[src/rtl/wake_pulse_pkg.sv]
package wake_pulse_pkg;

  typedef enum logic [1:0] {
    ST_IDLE  = 2'd0,
    ST_ARMED = 2'd1,
    ST_PULSE = 2'd2,
    ST_SPENT = 2'd3
  } wakeState_e;

  typedef struct packed {
    logic armCapture;
    logic loadCount;
    logic countEn;
    logic pulseActive;
    logic doneStrobe;
  } wakeStrobes_t;

endpackage

[src/rtl/wake_pulse_ctrl.sv]
module wake_pulse_ctrl
  import wake_pulse_pkg::*;
(
  input  logic         clk,
  input  logic         rstN,
  input  logic         wakeEnable,
  input  logic         txFall,
  input  logic         countZero,
  output wakeStrobes_t strobes
);

  wakeState_e stateQ, stateD;

  always_ff @(posedge clk) begin
    if (!rstN) stateQ <= ST_IDLE;
    else       stateQ <= stateD;
  end

  always_comb begin
    stateD  = stateQ;
    strobes = '0;
    unique case (stateQ)
      ST_IDLE: begin
        if (wakeEnable) begin
          stateD             = ST_ARMED;
          strobes.armCapture = 1'b1;
        end
      end
      ST_ARMED: begin
        if (!wakeEnable) begin
          stateD = ST_IDLE;
        end else if (txFall) begin
          stateD            = ST_PULSE;
          strobes.loadCount = 1'b1;
        end
      end
      ST_PULSE: begin
        strobes.pulseActive = 1'b1;
        strobes.countEn     = 1'b1;
        if (countZero) begin
          stateD             = ST_SPENT;
          strobes.doneStrobe = 1'b1;
        end
      end
      ST_SPENT: begin
        if (!wakeEnable) stateD = ST_IDLE;
      end
      default: stateD = ST_IDLE;
    endcase
  end

endmodule

[src/rtl/wake_pulse_datapath.sv]
module wake_pulse_datapath
  import wake_pulse_pkg::*;
#(
  parameter int unsigned PULSE_CYCLES = 4,
  localparam int unsigned CNT_W = $clog2(PULSE_CYCLES + 1)
) (
  input  logic         clk,
  input  logic         rstN,
  input  wakeStrobes_t strobes,
  input  logic         lineLevel,
  input  logic         txData,
  input  logic         txEn,
  output logic         txFall,
  output logic         countZero,
  output logic         lineDrive,
  output logic         lineDriveEn,
  output logic         wakeDone
);

  localparam logic [CNT_W-1:0] LOAD_VAL = CNT_W'(PULSE_CYCLES - 1);

  logic             heldLevel;
  logic             prevBothHigh;
  logic [CNT_W-1:0] remaining;
  logic             doneQ;

  always_ff @(posedge clk) begin
    if (!rstN) begin
      heldLevel    <= 1'b0;
      prevBothHigh <= 1'b0;
      remaining    <= '0;
      doneQ        <= 1'b0;
    end else begin
      prevBothHigh <= txData & txEn;
      doneQ        <= strobes.doneStrobe;
      if (strobes.armCapture) heldLevel <= lineLevel;
      if (strobes.loadCount)
        remaining <= LOAD_VAL;
      else if (strobes.countEn && !countZero)
        remaining <= remaining - 1'b1;
    end
  end

  assign countZero   = (remaining == '0);
  assign txFall      = prevBothHigh & ~txData & ~txEn;
  assign lineDrive   = strobes.pulseActive ? ~heldLevel : txData;
  assign lineDriveEn = strobes.pulseActive | txEn;
  assign wakeDone    = doneQ;

endmodule

[src/rtl/wake_pulse_gen.sv]
module wake_pulse_gen
  import wake_pulse_pkg::*;
#(
  parameter int unsigned CLK_FREQ_HZ = 24_000_000,
  parameter int unsigned PULSE_US    = 80
) (
  input  logic clk,
  input  logic rstN,
  input  logic wakeEnPin,
  input  logic wakeEnBit,
  input  logic lineLevel,
  input  logic txData,
  input  logic txEn,
  output logic lineDrive,
  output logic lineDriveEn,
  output logic wakeDone
);

  localparam longint unsigned PRODUCT = longint'(CLK_FREQ_HZ) * longint'(PULSE_US);
  localparam int unsigned PULSE_CYCLES = int'(PRODUCT / 64'd1_000_000);

  wakeStrobes_t strobes;
  logic         txFall;
  logic         countZero;
  logic         pulseActive;

  assign pulseActive = strobes.pulseActive;

  wake_pulse_ctrl u_ctrl (
    .clk        (clk),
    .rstN       (rstN),
    .wakeEnable (wakeEnPin | wakeEnBit),
    .txFall     (txFall),
    .countZero  (countZero),
    .strobes    (strobes)
  );

  wake_pulse_datapath #(.PULSE_CYCLES(PULSE_CYCLES)) u_dp (
    .clk         (clk),
    .rstN        (rstN),
    .strobes     (strobes),
    .lineLevel   (lineLevel),
    .txData      (txData),
    .txEn        (txEn),
    .txFall      (txFall),
    .countZero   (countZero),
    .lineDrive   (lineDrive),
    .lineDriveEn (lineDriveEn),
    .wakeDone    (wakeDone)
  );

endmodule

[config.mk]
export PLATFORM = sky130hd
export DESIGN_NAME = wake_pulse_gen
export DESIGN_NICKNAME = d
export VERILOG_FILES = /design/src/rtl/wake_pulse_pkg.sv /design/src/rtl/wake_pulse_ctrl.sv /design/src/rtl/wake_pulse_datapath.sv /design/src/rtl/wake_pulse_gen.sv
export SDC_FILE = /design/constraint.sdc
export NUM_CORES = 1
export LEC_CHECK = 0
export CORE_UTILIZATION = 42
export CTS_CLUSTER_SIZE = 12
export DETAILED_ROUTE_END_ITERATION = 7
export PLACE_DENSITY = 0.73
export SYNTH_ARGS = -nofsm -noshare
export SYNTH_HDL_FRONTEND = slang
export SYNTH_HIERARCHICAL = 1
export SYNTH_SLANG_ARGS = --single-unit
[constraint.sdc]
create_clock -name clk -period 5 [get_ports clk]
set_input_delay 1 -clock clk [delete_from_list [all_inputs] [get_ports clk]]
set_output_delay 1 -clock clk [all_outputs]
set_load 0.01 [all_outputs]
Word-level counts from Yosys, hierarchy flattened:

Index checks and enable logic that the tools add are counted.

* input bits: 7
* output and inout bits: 3
* flip-flop bits (word level): 16
* logic and storage cells: 47

* equality and inequality tests: 7
* bitwise logic cells: 9
* add/sub/neg operators: 1
* mux-type cells: 16
* reductions and logical operators: 8

Operator list (number)
* $mux 11: 2
* $logic_not 11->1: 1
* $sub 11x1->11 const B: 1
* $mux 2: 5
* $pmux 2 s4: 1
* $mux 1: 7
* $eq 2x2->1 const B: 2
* $ne 2x1->1 const B: 2
* $not 1->1: 4
* $reduce_and 4->1: 1
* $and 1x1->1: 3
* $mux 3: 1
* $ne 3x3->1 const B: 1
* $eq 2x1->1 const B: 1
* $logic_not 2->1: 1
* $ne 2x2->1 const B: 1
* $or 1x1->1: 2
* $reduce_and 2->1: 1
* $reduce_bool 2->1: 1
* $reduce_or 2->1: 1
* $logic_and 1x1->1: 1
* $logic_not 1->1: 1

Longest topological paths before layout:

* word-level depth: 7
* mapped depth: 7
* mapped depth without buffers: 6

Modules after synthesis:

Netlist, hierarchy kept.

By module, submodules not included
* wake_pulse_datapath: cells an instance 77, times used 1, area each 695.7 um^2, sequential area each 280.3 um^2
* wake_pulse_ctrl: cells an instance 13, times used 1, area each 126.4 um^2, sequential area each 40.0 um^2
* wake_pulse_gen: cells an instance 1, times used 1, area each 6.3 um^2, sequential area each 0.0 um^2

Worst setup path after synthesis:

OpenSTA, ideal clock, no wires.

* path kind: input-to-output
* start point: input txEn
* end point: output lineDriveEn
* arrival: 1.306 ns
* stages: 1
* required time: 4.000 ns
* path slack: 2.694 ns
* cells stage by stage: or2_2

* word-level cells in the longest chain between the ends: 1

RTL lines
* start, declared: RTL line wake_pulse_gen.sv:13 `input logic txEn,`
* $or 1x1->1: RTL line wake_pulse_datapath.sv:47 `assign lineDriveEn = strobes.pulseActive | txEn;`
* end, declared: RTL line wake_pulse_gen.sv:15 `output logic lineDriveEn,`

Every way passes these cells.

Worst setup path in the final report:

* start point: input txData
* end point: output lineDrive

* word-level cells in the longest chain between the ends: 1

RTL lines
* start, declared: RTL line wake_pulse_gen.sv:12 `input logic txData,`
* $mux 1: RTL line wake_pulse_datapath.sv:46 `assign lineDrive = strobes.pulseActive ? ~heldLevel : txData;`
* end, declared: RTL line wake_pulse_gen.sv:14 `output logic lineDrive,`

Every way passes these cells.

==> summary.txt <==
Status
  • Outcome: finished, final reports clean

STA
  • Setup-failing EPs final: 0
  • Min cycle time layout: 3.209 ns
  • Final Max Slew Viols: 0
  • Tcrit/Tclk final: 64.17%
  • FMAX: 311.7 MHz
  • Final hold vios: 0
  • Worst slew margin: 59.42%
  • TNS Setup: 0 ns
  • RSZ-0062 raised after global routing: no
  • Hold Slack: 0.4940 ns
  • Worst Tran Pin Value: 0.6066 ns
  • Skew final: 0.002500 ns

GRT
  • First-pass GRT wire length: 2580 um
  • Global route overflow: 0
  • Vias in the first global route: 578
  • GR Util met3: 3.529%
  • Met1 Use GR: 25.72%
  • Initial antenna violation count: 0
  • Tot GR Track Use: 16.91%
  • Most Crowded Layer GR: met1
  • GRT met2 Usage: 22.50%
  • Largest net degree at the start of global routing: 11

Critical path
  • FF-to-FF setup slack: 2.72 ns
  • Critical Path AT: 2.21 ns
  • Critical path startpoint: txData
  • WS Path Type: in2out
  • CP Launch Type: primary input
  • Req. time, crit path: 4.00 ns
  • Crit Reg-Reg Startpoint: u_dp/remaining[0]
  • CP endpoint kind: primary output
  • Crit-path max FO: 3

Yosys
  • Synth Area per Inst: 9.102 um^2
  • Top cells by area, synth: dfxtp_1 (39%), or3_1 (5.3%), mux2i_1 (4.8%), o41ai_4 (3.3%), a31oi_1 (3.0%)
  • Syn_nets: 99
  • Synthesized cell area: 828.3 um^2
  • Async S/R FF share, synth: 0%
  • Main synth FF type: dfxtp_1
  • Post-Synth Adder-Cell Area: 1.511%
  • Post-synthesis compound-gate area fraction: 20.24%
  • EDFF count, synth: 0
  • Mux share of post-synthesis cell area: 4.834%
  • Post-synthesis sequential area ratio: 38.67%
  • Simple-gate share of the synthesized area: 27.49%
  • Number of distinct library cells after synthesis: 38
  • Flops & latches, synth: 16
  • Post-Synthesis Cells: 91
  • Synth top area share: 38.67%
  • Yosys top cell by area: dfxtp_1
  • YS warnings: 6
  • Synth Area in XOR/XNOR: 2.115%
  • Main combinational cell family by area after synthesis: simple AND/OR/NAND/NOR gates

Cells and area
  • Most common cell after layout, fill and taps aside: dfxtp_1
  • Most frequent cells in the layout: dfxtp_1 (16), clkdlybuf4s50_1 (9), or3_1 (7)
  • Diodes inserted: 0
  • Finished Layout Cells: 125
  • Area delta synth->final: 16.62%
  • Finished layout cell area: 965.9 um^2
  • Final #Nets: 109
  • Layout cells sized above 1: 8.000%

Route
  • DRT Pass-1 Iters: 4
  • DRT Wirelength: 1557 um
  • Routed via count: 694
  • Via density per instance: 5.552
  • DR DRC count: 0
  • Antenna viol nets, final: 0
  • Initial drt markers: 7
  • DR WL/cell: 12.46 um

Floorplanning
  • Die width: 46.41 um
  • Die Ht: 46.41 um
  • Row count: 15
  • Top Ports: 10
  • Initial Util: 46.46%
  • Core box area: 1783 um^2
  • Die Area: 2154 um^2

Clocking
  • CTS tree: built
  • Max Buffers Root-to-Sink: 2
  • Clock transition at the registers of the reported paths: 0.09 ns
  • CTS Hold Buffers Added: 0
  • Clock Latency Late Sink: 0.28 ns
  • CTS Sinks: 16
  • Root buf cell: clkbuf_4
  • H-tree levels: 1
  • Setup bufs post-CTS: 0
  • CTS buffer count: 3
  • Number of gates resized after cts: 0

Hold path
  • Min-Delay Startpoint: u_dp/remaining[7]
  • Hold WC Path Type: reg2reg

Placed design
  • Cells after DPL: 121
  • Placed inst area: 929.6 um^2
  • Final HPWL DP: 1112 um
  • Count of buffers from port buffering: 9
  • Final GP Congestion: 0.7444

Power and ir drop
  • Power per cell area: 246.6 nW/um^2
  • Leak: 0.0004164 uW
  • Worst vdd ir: 0.1373 mV

Run
  • # Max-Cap Violations: 0
==> cell usage after synthesis, types with 2 or more instances <==
cell,count
xnor2_1,2
and2_1,2
a21oi_1,4
or4_1,2
and3_1,2
mux2i_1,4
nor3_1,3
clkbuf_1,2
o31ai_1,3
or3_1,7
a31oi_1,4
dfxtp_1,16
nor3b_1,2
nor2_1,5
inv_1,5
or2_2,2
o21ai_0,4
nand3_1,2
==> routing by layer <==
layer  wire [um]  vias to the layer above
met4          14                        0
li1            -                      361
met5           0                        -
met3          35                        2
met1         812                      323
met2         694                        8
==> per-stage QoR <==
step / setup WS, ns / total power [uW] / utilization, %
after floorplan: 2.694 / 146.0 / -
after global placement: 1.808 / 155.0 / 52.14
after detailed placement: 1.793 / 155.7 / 52.14
after CTS: 1.777 / 240.9 / 54.18
after global routing: 1.721 / 252.0 / 54.18
final: 1.791 / 238.2 / 54.18
==> sequential cells by signal, summed over array words and instances (netlist names), named ones only <==
name               count
u_dp/remaining        11
u_ctrl/stateQ          1
u_dp/heldLevel         1
u_dp/prevBothHigh      1
u_dp/wakeDone          1
==> path summary, 6_finish.rpt <==
check	cells past startpoint	to
setup / recovery	4	lineDrive
hold / removal	2	u_dp/remaining[7]
setup reg to reg	6	u_dp/remaining[1]
hold reg to reg	2	u_dp/remaining[7]
==> worst max-delay path: stages <==
cell	delay [ns]
clkdlybuf4s50_1	0.50
inv_1	0.05
mux2i_1	0.11
clkdlybuf4s50_1	0.55
==> layout make-up <==
cell class | instances | area [um^2]
Sequential cell | 16 | 320.3
Multi-Input combinational cell | 65 | 465.4
Timing Repair Buffer | 9 | 90.09
Tap cell | 25 | 31.28
Fill cell | 164 | 817.0
Clock buffer | 4 | 36.28
Inverter | 6 | 22.52
==> report_power, final <==
group / internal, uW / leakage (uW) / switching, uW
Combinational: 11.5 / 0.000266 / 9.38
Clock: 44.3 / 0.0000210 / 41.1
Sequential: 130 / 0.000130 / 2.13
==> cell families after synthesis <==
| logic type | after synthesis |
|---|---|
| mux | 4 |
| simple gates | 36 |
| flops | 16 |
| fa+ha+maj | 1 |
| buf+inv | 10 |
| compound gates | 22 |
| xor+xnor | 2 |
Note: power is estimated with default switching activity, not from simulation.
